## config.mk

```make
export PLATFORM = sky130hd
export DESIGN_NAME = zstk_eval
export DESIGN_NICKNAME = d
export VERILOG_FILES = /design/src/rtl/zstk_pkg.sv /design/src/rtl/zstk_stack.sv /design/src/rtl/zstk_dmem.sv /design/src/rtl/zstk_alu.sv /design/src/rtl/zstk_eval.sv
export SDC_FILE = /design/constraint.sdc
export NUM_CORES = 1
export LEC_CHECK = 0
export BUFFER_PORTS_ARGS = -buffer_cell sky130_fd_sc_hd__buf_4
export CORE_MARGIN = 4
export CORE_UTILIZATION = 40
export CTS_CLUSTER_SIZE = 25
export DETAILED_ROUTE_END_ITERATION = 7
export GPL_TIMING_DRIVEN = 0
export PLACE_DENSITY = 0.51
export RECOVER_POWER = 100
export SYNTH_ARGS = -nofsm -noshare
export SYNTH_HDL_FRONTEND = slang
export SYNTH_HIERARCHICAL = 1
export SYNTH_SLANG_ARGS = --single-unit
```

## constraint.sdc

```tcl
create_clock -name clk -period 6.9 [get_ports clk]
set_input_delay 0.345 -clock clk [delete_from_list [all_inputs] [get_ports clk]]
set_output_delay 0.345 -clock clk [all_outputs]
set_load 0.02 [all_outputs]
```

## src/rtl/zstk_pkg.sv

```systemverilog
package zstk_pkg;
  localparam int unsigned WORD_W  = 16;
  localparam int unsigned MADDR_W = 4;
  localparam int unsigned STK_DEPTH = 8;

  typedef enum logic [1:0] {
    OP_LOAD  = 2'b00,
    OP_STORE = 2'b01,
    OP_SUM   = 2'b10,
    OP_PROD  = 2'b11
  } zop_t;

  typedef enum logic [2:0] {
    ST_IDLE,
    ST_XFER,
    ST_TAKE_A,
    ST_TAKE_B,
    ST_CALC
  } zstate_t;
endpackage

```

## src/rtl/zstk_stack.sv

```systemverilog
module zstk_stack #(
  parameter int unsigned DEPTH = 8,
  parameter int unsigned W     = 16,
  localparam int unsigned CW   = $clog2(DEPTH + 1),
  localparam int unsigned IW   = (DEPTH > 1) ? $clog2(DEPTH) : 1
) (
  input  logic          clk,
  input  logic          rst_n,
  input  logic          push,
  input  logic          pop,
  input  logic [W-1:0]  wdata,
  output logic [W-1:0]  tos,
  output logic [CW-1:0] count,
  output logic          full,
  output logic          empty,
  output logic          has_two
);
  logic [W-1:0]  slot [DEPTH];
  logic [CW-1:0] cnt_q;
  logic [IW-1:0] top_idx;

  assign count   = cnt_q;
  assign full    = (cnt_q == CW'(DEPTH));
  assign empty   = (cnt_q == '0);
  assign has_two = (cnt_q >= CW'(2));
  assign top_idx = IW'(cnt_q - CW'(1));
  assign tos     = empty ? '0 : slot[top_idx];

  always_ff @(posedge clk) begin
    if (!rst_n) cnt_q <= '0;
    else if (push && !pop && !full) cnt_q <= cnt_q + CW'(1);
    else if (pop && !push && !empty) cnt_q <= cnt_q - CW'(1);
  end

  for (genvar i = 0; i < DEPTH; i++) begin : g_slot
    always_ff @(posedge clk) begin
      if (!rst_n) slot[i] <= '0;
      else if (push && !pop && cnt_q == CW'(i)) slot[i] <= wdata;
    end
  end

  p_cnt_bound_r8: assert property (@(posedge clk) disable iff (!rst_n)
    cnt_q <= CW'(DEPTH));
  p_no_push_full_r8: assert property (@(posedge clk) disable iff (!rst_n)
    !(push && full));
  p_no_pop_empty_r7: assert property (@(posedge clk) disable iff (!rst_n)
    !(pop && empty));
  p_pop_shrinks_r5: assert property (@(posedge clk) disable iff (!rst_n)
    (pop && !push) |=> (cnt_q == $past(cnt_q) - CW'(1)));
endmodule

```

## src/rtl/zstk_dmem.sv

```systemverilog
module zstk_dmem #(
  parameter int unsigned AW = 4,
  parameter int unsigned W  = 16,
  localparam int unsigned N = 1 << AW
) (
  input  logic          clk,
  input  logic          rst_n,
  input  logic          host_we,
  input  logic [AW-1:0] host_addr,
  input  logic [W-1:0]  host_wdata,
  output logic [W-1:0]  host_rdata,
  input  logic          eng_we,
  input  logic [AW-1:0] eng_addr,
  input  logic [W-1:0]  eng_wdata,
  output logic [W-1:0]  eng_rdata
);
  logic [W-1:0] word [N];

  assign host_rdata = word[host_addr];
  assign eng_rdata  = word[eng_addr];

  for (genvar i = 0; i < N; i++) begin : g_word
    always_ff @(posedge clk) begin
      if (!rst_n) word[i] <= '0;
      else if (eng_we && eng_addr == AW'(i)) word[i] <= eng_wdata;
      else if (host_we && host_addr == AW'(i)) word[i] <= host_wdata;
    end
  end
endmodule

```

## src/rtl/zstk_alu.sv

```systemverilog
module zstk_alu #(
  parameter int unsigned W = 16
) (
  input  logic         do_prod,
  input  logic [W-1:0] a,
  input  logic [W-1:0] b,
  output logic [W-1:0] y
);
  logic [2*W-1:0] prod_full;
  logic [W-1:0]   sum_tr;

  assign prod_full = a * b;
  assign sum_tr    = a + b;
  assign y         = do_prod ? prod_full[W-1:0] : sum_tr;
endmodule

```

## src/rtl/zstk_eval.sv

```systemverilog
module zstk_eval
  import zstk_pkg::*;
#(
  parameter int unsigned W     = WORD_W,
  parameter int unsigned AW    = MADDR_W,
  parameter int unsigned DEPTH = STK_DEPTH,
  localparam int unsigned CW   = $clog2(DEPTH + 1)
) (
  input  logic          clk,
  input  logic          rst_n,
  input  logic          in_valid,
  output logic          in_ready,
  input  logic [1:0]    in_op,
  input  logic [AW-1:0] in_addr,
  output logic          busy,
  output logic          err,
  input  logic          host_we,
  input  logic [AW-1:0] host_addr,
  input  logic [W-1:0]  host_wdata,
  output logic [W-1:0]  host_rdata
);
  zstate_t       state_q, state_d;
  zop_t          op_q;
  logic [AW-1:0] addr_q;
  logic [W-1:0]  opa_q, opb_q;
  logic          err_q;

  logic          stk_push, stk_pop;
  logic [W-1:0]  stk_wdata, stk_tos;
  logic [CW-1:0] stk_count;
  logic          stk_full, stk_empty, stk_two;
  logic          eng_we;
  logic [W-1:0]  eng_rdata, alu_y;
  logic          accept, refuse;
  zop_t          in_op_e;

  assign in_op_e  = zop_t'(in_op);
  assign busy     = (state_q != ST_IDLE);
  assign in_ready = !busy;
  assign err      = err_q;
  assign accept   = in_valid && in_ready;

  always_comb begin
    unique case (in_op_e)
      OP_LOAD:  refuse = stk_full;
      OP_STORE: refuse = stk_empty;
      default:  refuse = !stk_two;
    endcase
  end

  always_comb begin
    state_d   = state_q;
    stk_push  = 1'b0;
    stk_pop   = 1'b0;
    stk_wdata = eng_rdata;
    eng_we    = 1'b0;
    unique case (state_q)
      ST_IDLE: begin
        if (accept && !refuse)
          state_d = (in_op_e == OP_LOAD || in_op_e == OP_STORE) ? ST_XFER : ST_TAKE_A;
      end
      ST_XFER: begin
        if (op_q == OP_LOAD) stk_push = 1'b1;
        else begin
          stk_pop = 1'b1;
          eng_we  = 1'b1;
        end
        state_d = ST_IDLE;
      end
      ST_TAKE_A: begin
        stk_pop = 1'b1;
        state_d = ST_TAKE_B;
      end
      ST_TAKE_B: begin
        stk_pop = 1'b1;
        state_d = ST_CALC;
      end
      ST_CALC: begin
        stk_push  = 1'b1;
        stk_wdata = alu_y;
        state_d   = ST_IDLE;
      end
      default: state_d = ST_IDLE;
    endcase
  end

  always_ff @(posedge clk) begin
    if (!rst_n) begin
      state_q <= ST_IDLE;
      op_q    <= OP_LOAD;
      addr_q  <= '0;
      opa_q   <= '0;
      opb_q   <= '0;
      err_q   <= 1'b0;
    end else begin
      state_q <= state_d;
      if (accept) begin
        op_q   <= in_op_e;
        addr_q <= in_addr;
        if (refuse) err_q <= 1'b1;
      end
      if (state_q == ST_TAKE_A) opa_q <= stk_tos;
      if (state_q == ST_TAKE_B) opb_q <= stk_tos;
    end
  end

  zstk_stack #(.DEPTH(DEPTH), .W(W)) u_stack (
    .clk(clk), .rst_n(rst_n), .push(stk_push), .pop(stk_pop),
    .wdata(stk_wdata), .tos(stk_tos), .count(stk_count),
    .full(stk_full), .empty(stk_empty), .has_two(stk_two)
  );

  zstk_dmem #(.AW(AW), .W(W)) u_dmem (
    .clk(clk), .rst_n(rst_n),
    .host_we(host_we), .host_addr(host_addr), .host_wdata(host_wdata),
    .host_rdata(host_rdata),
    .eng_we(eng_we), .eng_addr(addr_q), .eng_wdata(stk_tos),
    .eng_rdata(eng_rdata)
  );

  zstk_alu #(.W(W)) u_alu (
    .do_prod(op_q == OP_PROD), .a(opb_q), .b(opa_q), .y(alu_y)
  );

  p_err_sticky_r9: assert property (@(posedge clk) disable iff (!rst_n)
    err_q |=> err_q);
  p_accept_busy_r6: assert property (@(posedge clk) disable iff (!rst_n)
    (accept && !refuse) |=> busy);
  p_refuse_idle_r7: assert property (@(posedge clk) disable iff (!rst_n)
    (accept && refuse) |=> (!busy && err_q && $stable(stk_count)));
  p_calc_grows_r3: assert property (@(posedge clk) disable iff (!rst_n)
    (state_q == ST_CALC) |=> (stk_count == $past(stk_count) + CW'(1)));
  p_arith_path_r6: assert property (@(posedge clk) disable iff (!rst_n)
    (state_q == ST_TAKE_A) |=> (state_q == ST_TAKE_B));
endmodule

```

# Word level (Yosys, flattened, before mapping)
# Memory sizes are Yosys's and may differ from the RTL's. A register that Yosys moved wholly into a read port is not among the register bits.
# Index checks and enable logic that the tools add are counted.
# totals
elab_cells	356
mem_bits_ro	0
ram_bits	384
in_bits	30
regBits	46
latchBits	0
mem_count	2
# op_classes
n_eq_ne	45
bitwise_logic	40
order_cmp	1
div_mod_pow	0
reduce_logical	64
shift	0
mux	193
mul	1
addsub	3
# mem_list
name	words	word_bits	read_ports	rd_ports_with_merged_regs	write_ports	line_no	rtl
u_dmem.word	16	16	2	1	16	zstk_dmem.sv:17	logic [W-1:0] word [N];
u_stack.slot	8	16	1	0	8	zstk_stack.sv:18	logic [W-1:0] slot [DEPTH];
# op_table
cell	count
2-to-1 mux 16 bit	43
2-to-1 mux 1 bit	140
== test 4 bit (second input constant)	17
== test 4 x 3 -> 1 bit (second input constant)	12
logical AND 1 bit	46
bitwise OR 1 bit	40
== test 4 x 2 -> 1 bit (second input constant)	6
adder 16 bit	1
multiplier 16 x 16 -> 16 bit	1
2-to-1 mux 4 bit	4
== test 4 x 1 -> 1 bit (second input constant)	3
zero test 4 bit	3
case mux 3 bit (3 select lines)	1
zero test 1 bit	7
== test 3 x 2 -> 1 bit (second input constant)	2
case mux 1 bit (2 select lines)	3
adder 4 x 1 -> 4 bit (second input constant)	1
greater-or-equal comparator 4 x 2 -> 1 bit (second input constant)	1
zero test 2 bit	2
subtractor 4 x 1 -> 4 bit (second input constant)	1
== test 3 x 1 -> 1 bit (second input constant)	1
== test 3 bit (second input constant)	1
zero test 3 bit	1
2-to-1 mux 3 bit	1
other kinds (9)	9

# Depth between registers and ports, before layout
# Gate-level depths: netlist of run 1.
# logic_depth
depth_word	10
ltp_mapped	23
depth_no_buf	22

# Modules after synthesis
# The synthesis of run 1 kept the hierarchy.
# modules_own_cells
mod	area_each_um2	n_inst	seq_area_each_um2	cells_each
zstk_dmem	14865.5	1	7687.4	977
zstk_stack	6229.7	1	3923.8	432
zstk_alu	4753.3	1	0.0	579
zstk_eval	1896.8	1	840.8	209

# Worst setup path after synthesis of run 1
# OpenSTA, ideal clock, no wires.
# synth_path
kind	reg2reg
start	register opb_q[5]
end	memory u_stack.slot[4][15], data pin
path_slack_ns	1.187
arrival_time_ns	5.459
path_buffers	1
setup_time_ns	0.255
required_time_ns	6.645
stages_incl_launch_ff	23
cell_sequence	dfxtp_1 -> buf_4 -> and2_1 -> fa_1 -> inv_1 -> fa_1 -> fa_1 -> fa_1 -> inv_1 -> fa_1 -> inv_1 -> fa_1 -> inv_1 -> ha_1 -> a21o_1 -> nand3_1 -> nand2_1 -> a41o_1 -> a21oi_4 -> xnor2_1 -> mux2i_1 -> mux2_2 -> and2_1
# synth_rtl
element	line_no	rtl
from (decl)	zstk_eval.sv:25	logic [W-1:0] opa_q, opb_q;
from (signal assigned)	zstk_eval.sv:103	if (state_q == ST_TAKE_B) opb_q <= stk_tos;
to (decl)	zstk_stack.sv:18	

==> impl_metrics.tcl, run 1 <==
set metrics [dict create \
    final_core_util_pct 44.5 \
    finalHoldViolCount 0 \
    max_slew.worst_pin.slew_ns 1.86 \
    p_leak_nw 11.2 \
    netlist_area_mm2 0.0277 \
    dp_hpwl_um 64600 \
    worstPathCellList "clkbuf_2, nand2_1, fa_1, inv_1, fa_1, ha_1, fa_1, inv_1, fa_1, fa_1, inv_1, ha_1, o21a_1, o21ai_0, nand2b_1, a41oi_1, o311ai_1, a31oi_1, o22ai_1, mux2_2, and2_0" \
    start_util_pct 40.4 \
    htree_levels 2 \
    drive_above_1_share_pct 15.4 \
    clock_power_share_pct 40.5 \
    ff_latch_area_mm2 0.0125 \
    timing.final.crit_share_pct 96.9 \
    cts-root-buf "clkbuf_16" \
    slew_headroom_pct -25.4 \
    fmax_mhz 150 \
    status "finished, violations left" \
    via_per_inst 5.79 \
    finalWeightedCongestion 0.870 \
    maxCapViolCount 1 \
    wirelength_um 84700 \
    yosys.area_share.simple_pct 10.8 \
    dr.pass1.iters 5 \
    clkTransAtPathRegs_ns 0.06 \
    wl_per_cell_um 26.1 \
    crit-reg2reg-capture "u_stack/slot[7][14]" \
    vias 18800 \
    holdWs_ns 0.0452 \
    synthCells 2197 \
    syn2layout_area_growth_pct 10.3 \
    multiInputGateArea_mm2 0.0138 \
    required_ns 7.24 \
    power.share.switching_pct 25.7 \
    cp_max_fo 10 \
    start_kind "flop" \
    worstReg2RegStart "opb_q[1]" \
    grt_pass1_wl_um 127000 \
    antenna_found_initial 1 \
    synth-edff-count 384 \
    ios 49 \
    overflow 0 \
    post-place-ws_ns 0.0429 \
    vdd_drop_max_mv 0.166 \
    synth.area.mux_share_pct 14.1 \
    synth_top_family_by_area "compound AO/OA/AOI/OAI gates" \
    cpMostUsedCell "fa_1" \
    ant_nets 0 \
    core-area_mm2 0.0687 \
    grt_start_max_net_pins 17 \
    postSynthAreaPerCell_um2 12.6 \
    drc 0 \
    p_comb_share_pct 12.1 \
    cp.arrival_ns 7.02 \
    fp.dieH_um 271 \
    p_int_mw 4.68 \
    synth_flop_cell "edfxtp_1" \
    maxSlewViolCount 8 \
    switchingPower_mw 1.62 \
    critPathKind "reg2reg" \
    grtUsageTotal_pct 22.9 \
    rsz0062_at_grt "false" \
    yosys.area_share.adder_pct 8.96 \
    yosysWarnings 6 \
    async_reset_ff_share_pct 0 \
    hold_class "in2reg" \
    ff2ff_setup_slack_ns 0.22 \
    synth_xor_area_share_pct 1.73 \
    violations "capacitance limit, slew limit" \
    synth-compound-area-share_pct 14.4 \
    grt_pass1_vias 19600 \
    drt_iter0_drc 1593 \
    crit_path_end_kind "flop" \
    fin_crit_ns 6.68 \
    min_to "addr_q[1]" \
    worst_slack_ns 0.217 \
    ys_types 83 \
    cellPowerDensity_mw_per_mm2 206 \
    skew_ns 0.0210 \
    nNetsFinal 2460 \
    seqPwrFrac_pct 47.4 \
    ys_seq_area_share_pct 44.9 \
    rows 96 \
    clock_sinks 430 \
    cts_buffers 49 \
    critical-path-slowest-cell "dfxtp_1" \
    fillCellCount 6356 \
    port_buffers 29 \
    cts_tree "done" \
    die_w_um 271 \
    reg2regPathDepth 21 \
    die-area_mm2 0.0736 \
    clockBufferDepth 3 \
    setup_tns_ns 0 \
    holdCritStartpoint "in_addr[1]" \
    whs_path_depth 3 \
    syn_nets 2377 \
    slowest_delay_ns 0.69 \
    setup_violations 0 \
    insertion_delay_ns 0.60 \
    ys_ff_latch 430 \
]
==> registers in the layout, indices dropped and copies added, names as in the netlist <==
register,flops
opb_q,16
op_q,2
err,1
u_stack/slot,128
u_dmem/word,256
opa_q,16
state_q,3
u_stack/count,4
addr_q,4
==> power groups by stage <==
stage,sequential (mW),clock [mW],combinational (mW)
finish,2.99,2.55,0.762
global route,3.00,2.73,0.810
CTS,2.99,2.61,0.776
floorplan,3.02,0,0.496
detailed placement,3.04,0,0.773
global placement,3.03,0,0.763
==> Yosys cell counts (5+ instances only) <==
library cell | number | area share [%]
a211oi_2 | 12 | 0.54
a21boi_0 | 31 | 0.84
a22oi_1 | 64 | 1.7
buf_6 | 5 | 0.20
mux2_2 | 18 | 0.73
dfxtp_1 | 46 | 3.3
buf_1 | 39 | 0.53
xor2_1 | 14 | 0.44
o21a_1 | 7 | 0.19
a22o_1 | 257 | 8.1
ha_1 | 69 | 3.1
nor3_2 | 6 | 0.22
edfxtp_1 | 384 | 42
and2_2 | 7 | 0.19
a221o_1 | 12 | 0.43
buf_4 | 17 | 0.46
nor2_1 | 40 | 0.54
clkbuf_1 | 89 | 1.2
nand2b_1 | 12 | 0.27
nand2_1 | 235 | 3.2
nor2b_1 | 17 | 0.38
xnor2_1 | 35 | 1.1
o21ai_0 | 18 | 0.32
nor3_1 | 11 | 0.20
buf_2 | 51 | 0.92
mux4_2 | 160 | 13
fa_1 | 81 | 5.8
and2_1 | 193 | 4.4
a21o_1 | 5 | 0.14
inv_1 | 128 | 1.7
mux2i_1 | 11 | 0.40
a21oi_1 | 33 | 0.60
==> layout by cell type (no fill, tap or decap), types with 9 or more instances in the layout <==
master,netlist,final
xor2_1,14,14
buf_4,17,27
a21boi_0,31,35
nand2b_1,12,12
xnor2_1,35,35
o21ai_0,18,18
nor3_1,11,11
clkinv_2,0,9
buf_1,39,21
a22oi_1,64,64
mux2_1,0,15
mux2i_1,11,11
and2_1,193,135
dfxtp_1,46,45
nand2_1,235,235
clkbuf_2,4,12
clkinv_1,1,10
buf_2,51,39
clkbuf_16,0,49
a211oi_2,12,12
mux4_2,160,160
ha_1,69,69
nor2_1,40,40
and2_0,0,58
a221o_1,12,12
edfxtp_1,384,384
clkbuf_1,89,145
fa_1,81,81
a22o_1,257,257
nor2b_1,17,17
a21oi_1,33,33
inv_1,128,128
==> cell families after synthesis <==
group	Yosys count
AOI/OAI and AO/OA	480
xor gates and xnor gates	51
adders and majority gates	150
buffers and inverters	334
DFF	430
muxes	189
and+or+nand+nor	563
==> worst max-delay path by stage <==
stage	start	end	slack, ns	cells past startpoint
final	opb_q[1]	u_stack/slot[7][14]	0.22	21
after global routing	opb_q[1]	u_stack/slot[6][14]	0.02	21
after CTS	opa_q[1]	u_stack/slot[7][14]	0.07	19
after detailed placement	opb_q[1]	u_stack/slot[7][14]	0.04	21
after global placement	opa_q[1]	u_stack/slot[7][14]	0.09	19
after floorplan	opb_q[5]	u_stack/slot[4][15]	1.19	22
==> metrics by stage <==
stage                     cells  cell area [um2]  power, mW
after floorplan            2197            27700       3.52
after global placement     3157            29100       3.80
after detailed placement   3158            29100       3.81
after CTS                  3250            30700       6.37
after global routing       3251            30600       6.54
final                      3251            30600       6.30
==> worst max-delay path: cells and delay by family (launching register included) <==
kind | cells | cell delay [ns]
DFF | 1 | 0.69
buffers and inverters | 4 | 0.59
and+or+nand+nor | 3 | 0.40
adders and majority gates | 7 | 3.04
AOI/OAI and AO/OA | 6 | 1.26
muxes | 1 | 0.42
==> metal layers <==
| layer | global-route usage [%] | share of wire (%) | up-vias |
|---|---|---|---|
| met1 | 30.2 | 42 | 9668 |
| met3 | 2.99 | 5.2 | 120 |
| met4 | 6.32 | 2.6 | 0 |
| met2 | 40.0 | 50 | 588 |
| met5 | 0 | 0 | - |
| li1 | - | - | 8445 |
==> what timing repair did <==
action / CTS / global route
hold endpoints to repair: 2 / 0
setup endpoints to repair: 8 / 16
gates resized for setup: 1 / 16
buffers inserted: 0 / 0
hold buffers: 2 / 0
==> cell type report <==
cell class              instances  area share (%)
multi-input cells            1433            45.2
flip-flops and latches        430            40.7
clock buffers                  64            4.26
well taps                     931            3.81
plain buffers                 205            2.98
inverters                     129            1.58
clock inverters                26           0.810
repair buffers                 32           0.605
diodes                          1         0.00818
No activity file was read; power rests on OpenSTA's default activity.
==> run 2: changes to the inputs <==
--- a/config.mk
+++ b/config.mk
@@ -7,11 +7,11 @@
 export LEC_CHECK = 0
 export BUFFER_PORTS_ARGS = -buffer_cell sky130_fd_sc_hd__buf_4
 export CORE_MARGIN = 4
-export CORE_UTILIZATION = 40
+export CORE_UTILIZATION = 36
 export CTS_CLUSTER_SIZE = 25
 export DETAILED_ROUTE_END_ITERATION = 7
 export GPL_TIMING_DRIVEN = 0
-export PLACE_DENSITY = 0.51
+export PLACE_DENSITY = 0.47
 export RECOVER_POWER = 100
 export SYNTH_ARGS = -nofsm -noshare
 export SYNTH_HDL_FRONTEND = slang
==> impl_metrics.tcl, run 2 (synthesis gave the netlist of run 1 again) <==
set metrics [dict create \
    finalHoldViolCount 0 \
    timing.final.crit_share_pct 95.6 \
    regMostFlops "u_dmem/word" \
    holdWs_ns 0.0489 \
    clockBufferDepth 3 \
    cellPowerDensity_mw_per_mm2 203 \
    grtUsageTotal_pct 21.6 \
    final_common_cell "edfxtp_1" \
    overflow 0 \
    hold_class "in2reg" \
    drc 0 \
    largest_registers "u_dmem/word: 256 flops, u_stack/slot: 128 flops" \
    critPathKind "reg2reg" \
    die-area_mm2 0.0816 \
    core-area_mm2 0.0762 \
    worst_slack_ns 0.300 \
    slew_headroom_pct -29.1 \
    cp.arrival_ns 6.92 \
    setup_violations 0 \
    antenna_found_initial 1 \
    wirelength_um 88600 \
    required_ns 7.22 \
    vias 18800 \
    cts_tree "done" \
    via_per_inst 5.60 \
    clkTransAtPathRegs_ns 0.06 \
    largest_reg_flops 256 \
    cts-root-buf "clkbuf_16" \
    fmax_mhz 152 \
    fp.dieH_um 286 \
    status "finished, violations left" \
    clock_sinks 430 \
    grt_start_max_net_pins 17 \
    max_slew.worst_pin.slew_ns 1.91 \
    start_kind "flop" \
    rsz0062_at_grt "false" \
    dp_hpwl_um 67000 \
    finalWeightedCongestion 0.848 \
    drive_above_1_share_pct 15.3 \
    port_buffers 29 \
    ios 49 \
    crit_path_end_kind "flop" \
    maxCapViolCount 1 \
    violations "capacitance limit, slew limit" \
    startpoint "opa_q[2]" \
    grt_pass1_vias 19400 \
    vdd_drop_max_mv 0.148 \
    start_util_pct 36.4 \
    wl_per_cell_um 26.4 \
    crit_end "u_stack/slot[6][15]" \
    htree_levels 2 \
    nNetsFinal 2463 \
    syn2layout_area_growth_pct 10.6 \
    maxSlewViolCount 8 \
    final_cell_mix "edfxtp_1 (384), a22o_1 (257), nand2_1 (235)" \
    rows 101 \
    crit-reg2reg-capture "u_stack/slot[6][15]" \
    ant_nets 0 \
    cts_buffers 50 \
    p_leak_nw 11.2 \
    cp_max_fo 10 \
    reg2regPathDepth 21 \
    insertion_delay_ns 0.61 \
    drt_iter0_drc 1705 \
    worstReg2RegStart "opa_q[2]" \
    whs_path_depth 3 \
    ff2ff_setup_slack_ns 0.30 \
    fin_crit_ns 6.60 \
    die_w_um 286 \
    skew_ns 0.0373 \
    post-place-ws_ns 0.0743 \
    dr.pass1.iters 5 \
    setup_tns_ns 0 \
    post-cts-setup-buffer-count 0 \
    grt_pass1_wl_um 132000 \
]
-- run 2: area by class of cell --
class | instances | area, um2
buffer | 205 | 921
inverter | 129 | 484
clock buffer | 72 | 1330
sequential | 430 | 12500
timing repair buffer | 34 | 201
fill | 7349 | 45500
tap | 1030 | 1290
multi-input combinational | 1433 | 13800
antenna | 1 | 2.50
clock inverter | 17 | 151
-- run 2: where the power goes --
part	switching (mW)	leakage (nW)	internal, mW
clock	1.09	0.718	1.39
combinational	0.508	6.14	0.266
sequential	0.0481	4.31	2.94
total	1.64	11.2	4.59
-- run 2: how the worst min path moves through the flow --
| stage | from | end | slack, ns |
|---|---|---|---|
| global route | in_op[0] | op_q[0] | 0.07 |
| global placement | err | err | 0.46 |
| floorplan | opa_q[14] | opa_q[14] | 0.46 |
| CTS | in_op[0] | op_q[0] | 0.01 |
| finish | in_op[0] | op_q[0] | 0.05 |
| detailed placement | err | err | 0.48 |
-- run 2: repair_timing --
action | 4_1_cts | 5_1_grt
resized for setup | 0 | 24
endpoints found under the setup margin | 0 | 24
hold buffers | 4 | 0
endpoints found under the hold margin | 4 | 0
-- run 2: critical path: stages, from the launching register on --
cell	delay [ns]
dfxtp_1	0.56
clkbuf_2	0.35
nand2_1	0.12
fa_1	0.55
fa_1	0.45
fa_1	0.50
fa_1	0.49
inv_1	0.05
fa_1	0.54
inv_1	0.07
fa_1	0.54
inv_1	0.05
ha_1	0.36
a21o_1	0.23
nand3_1	0.09
nand2_1	0.06
a41o_1	0.26
a21oi_4	0.19
xnor2_1	0.15
mux2i_1	0.17
mux2_2	0.38
and2_0	0.17
-- run 2: routing by layer --
metal	share of wire [%]	global-route usage, %	vias to the layer above
met4	2.3	4.97	0
met1	43	29.5	9650
li1	-	-	8435
met3	5.0	2.65	116
met2	49	36.9	553
met5	0	0	-
-- run 2: through the flow --
step	total power, mW	utilization (%)	area [um2]	cells
after floorplan	3.52	-	27700	2197
after global placement	3.81	38.4	29300	3256
after detailed placement	3.83	38.4	29300	3257
after CTS	6.32	40.4	30800	3350
after global routing	6.48	40.3	30700	3351
final	6.24	40.3	30700	3351
==> run 3: changes to the inputs <==
--- a/config.mk
+++ b/config.mk
@@ -6,12 +6,13 @@
 export NUM_CORES = 1
 export LEC_CHECK = 0
 export BUFFER_PORTS_ARGS = -buffer_cell sky130_fd_sc_hd__buf_4
+export CAP_MARGIN = 40
 export CORE_MARGIN = 4
-export CORE_UTILIZATION = 36
+export CORE_UTILIZATION = 49
 export CTS_CLUSTER_SIZE = 25
 export DETAILED_ROUTE_END_ITERATION = 7
 export GPL_TIMING_DRIVEN = 0
-export PLACE_DENSITY = 0.47
+export PLACE_DENSITY = 0.61
 export RECOVER_POWER = 100
 export SYNTH_ARGS = -nofsm -noshare
 export SYNTH_HDL_FRONTEND = slang
==> impl_metrics.tcl, run 3 (synthesis gave the netlist of run 1 again) <==
set metrics [dict create \
    fp.dieH_um 246 \
    cts-root-buf "clkbuf_16" \
    worstReg2RegStart "opa_q[5]" \
    nNetsFinal 2467 \
    start_kind "flop" \
    port_buffers 29 \
    cp_max_fo 12 \
    timing.final.crit_share_pct 96.7 \
    ios 49 \
    core-area_mm2 0.0555 \
    total_power_mw 6.25 \
    vdd_drop_max_mv 0.183 \
    finalWeightedCongestion 0.896 \
    antenna_found_initial 1 \
    crit_path_end_kind "flop" \
    cts_buffers 49 \
    cpMostUsedCell "fa_1" \
    grtUsageTotal_pct 26.4 \
    holdCritStartpoint "in_addr[2]" \
    grt_start_max_net_pins 17 \
    whs_path_depth 3 \
    skew_ns 0.0215 \
    drive_above_1_share_pct 15.5 \
    slew_headroom_pct -34.5 \
    reg2regPathDepth 19 \
    drc 0 \
    clkTransAtPathRegs_ns 0.06 \
    fmax_mhz 150 \
    critical-path-slowest-cell "dfxtp_1" \
    final_cell_mix "edfxtp_1 (384), a22o_1 (257), nand2_1 (235)" \
    clock_sinks 430 \
    vias 19000 \
    setup_violations 0 \
    wirelength_um 79900 \
    finalHoldViolCount 0 \
    syn2layout_area_growth_pct 9.49 \
    maxSlewViolCount 17 \
    largest_registers "u_dmem/word: 256 flops, u_stack/slot: 128 flops" \
    overflow 0 \
    post-cts-setup-buffer-count 0 \
    cts_resized 0 \
    clockBufferDepth 3 \
    insertion_delay_ns 0.59 \
    dp_hpwl_um 61400 \
    drt_iter0_drc 1707 \
    critPathKind "reg2reg" \
    via_per_inst 6.18 \
    violations "capacitance limit, slew limit" \
    n_antenna_cell 0 \
    grt_pass1_vias 19300 \
    grt_pass1_wl_um 120000 \
    rsz0062_at_grt "false" \
    start_util_pct 50.0 \
    slowest_delay_ns 0.75 \
    hold_class "in2reg" \
    regMostFlops "u_dmem/word" \
    min_to "addr_q[2]" \
    maxCapViolCount 2 \
    cp.arrival_ns 7.01 \
    largest_reg_flops 256 \
    dr.pass1.iters 5 \
    htree_levels 2 \
    wl_per_cell_um 26.0 \
    final_common_cell "edfxtp_1" \
    worstPathCellList "ha_1, fa_1, inv_1, fa_1, fa_1, fa_1, inv_1, fa_1, inv_1, fa_1, inv_1, ha_1, a21o_1, a41oi_1, o311ai_1, a31oi_1, o22ai_1, mux2_2, and2_1" \
    required_ns 7.24 \
    cts_tree "done" \
    crit-reg2reg-capture "u_stack/slot[1][14]" \
    setup_tns_ns 0 \
    ant_nets 0 \
    ctsHoldBuffers 0 \
    cellPowerDensity_mw_per_mm2 206 \
    die_w_um 246 \
    max_slew.worst_pin.slew_ns 1.99 \
    fin_crit_ns 6.67 \
    rows 86 \
    die-area_mm2 0.0605 \
    status "finished, violations left" \
    p_leak_nw 11.2 \
    ff2ff_setup_slack_ns 0.23 \
]
==> run 3: worst max-delay path by stage <==
| stage | start | to | cells after the start | slack (ns) |
|---|---|---|---|---|
| global route | opa_q[4] | u_stack/slot[3][14] | 20 | 0.007 |
| floorplan | opb_q[5] | u_stack/slot[4][15] | 22 | 1.19 |
| CTS | opa_q[1] | u_stack/slot[1][14] | 19 | 0.13 |
| finish | opa_q[5] | u_stack/slot[1][14] | 19 | 0.23 |
| detailed placement | opa_q[1] | u_stack/slot[1][14] | 19 | 0.12 |
| global placement | opa_q[1] | u_stack/slot[7][14] | 19 | 0.19 |
==> run 3: area by class of cell <==
class,instances,area (um2)
flip-flops and latches,430,12500
repair buffers,39,230
fillers,4803,25100
clock inverters,31,274
well taps,748,936
inverters,129,484
clock buffers,56,1250
multi-input cells,1433,13800
plain buffers,205,911
==> run 3: where the power goes <==
group / total [mW] / switching (mW) / internal (mW)
Combinational: 0.751 / 0.484 / 0.267
Sequential: 2.99 / 0.0476 / 2.94
Clock: 2.51 / 1.06 / 1.45
Total: 6.25 / 1.59 / 4.66
==> run 3: per-stage QoR <==
step	utilization [%]	instance area [um2]	instances	setup WS, ns	hold slack, ns
floorplan	-	27700	2197	1.19	0.460
global placement	52.0	28900	2974	0.191	0.465
detailed placement	52.2	29000	2982	0.122	0.469
CTS	55.0	30500	3069	0.131	0.00128
global route	54.7	30400	3071	0.00746	0.0191
finish	54.7	30400	3071	0.228	0.0226
==> run 3: worst max-delay path, delay by kind of cell, from the launching register on <==
kind	cells	cell delay [ns]
buf+inv	4	0.25
fa+ha+maj	8	3.71
mux	1	0.40
simple gates	1	0.17
flops	1	0.75
compound gates	5	1.13
==> run 3: routing by layer <==
metal | track usage [%] | share of wire [%] | vias to the layer above
met5 | 0 | 0.015 | -
met3 | 2.90 | 5.5 | 136
li1 | - | - | 8451
met1 | 34.4 | 41 | 9712
met4 | 8.09 | 3.1 | 2
met2 | 46.6 | 51 | 674
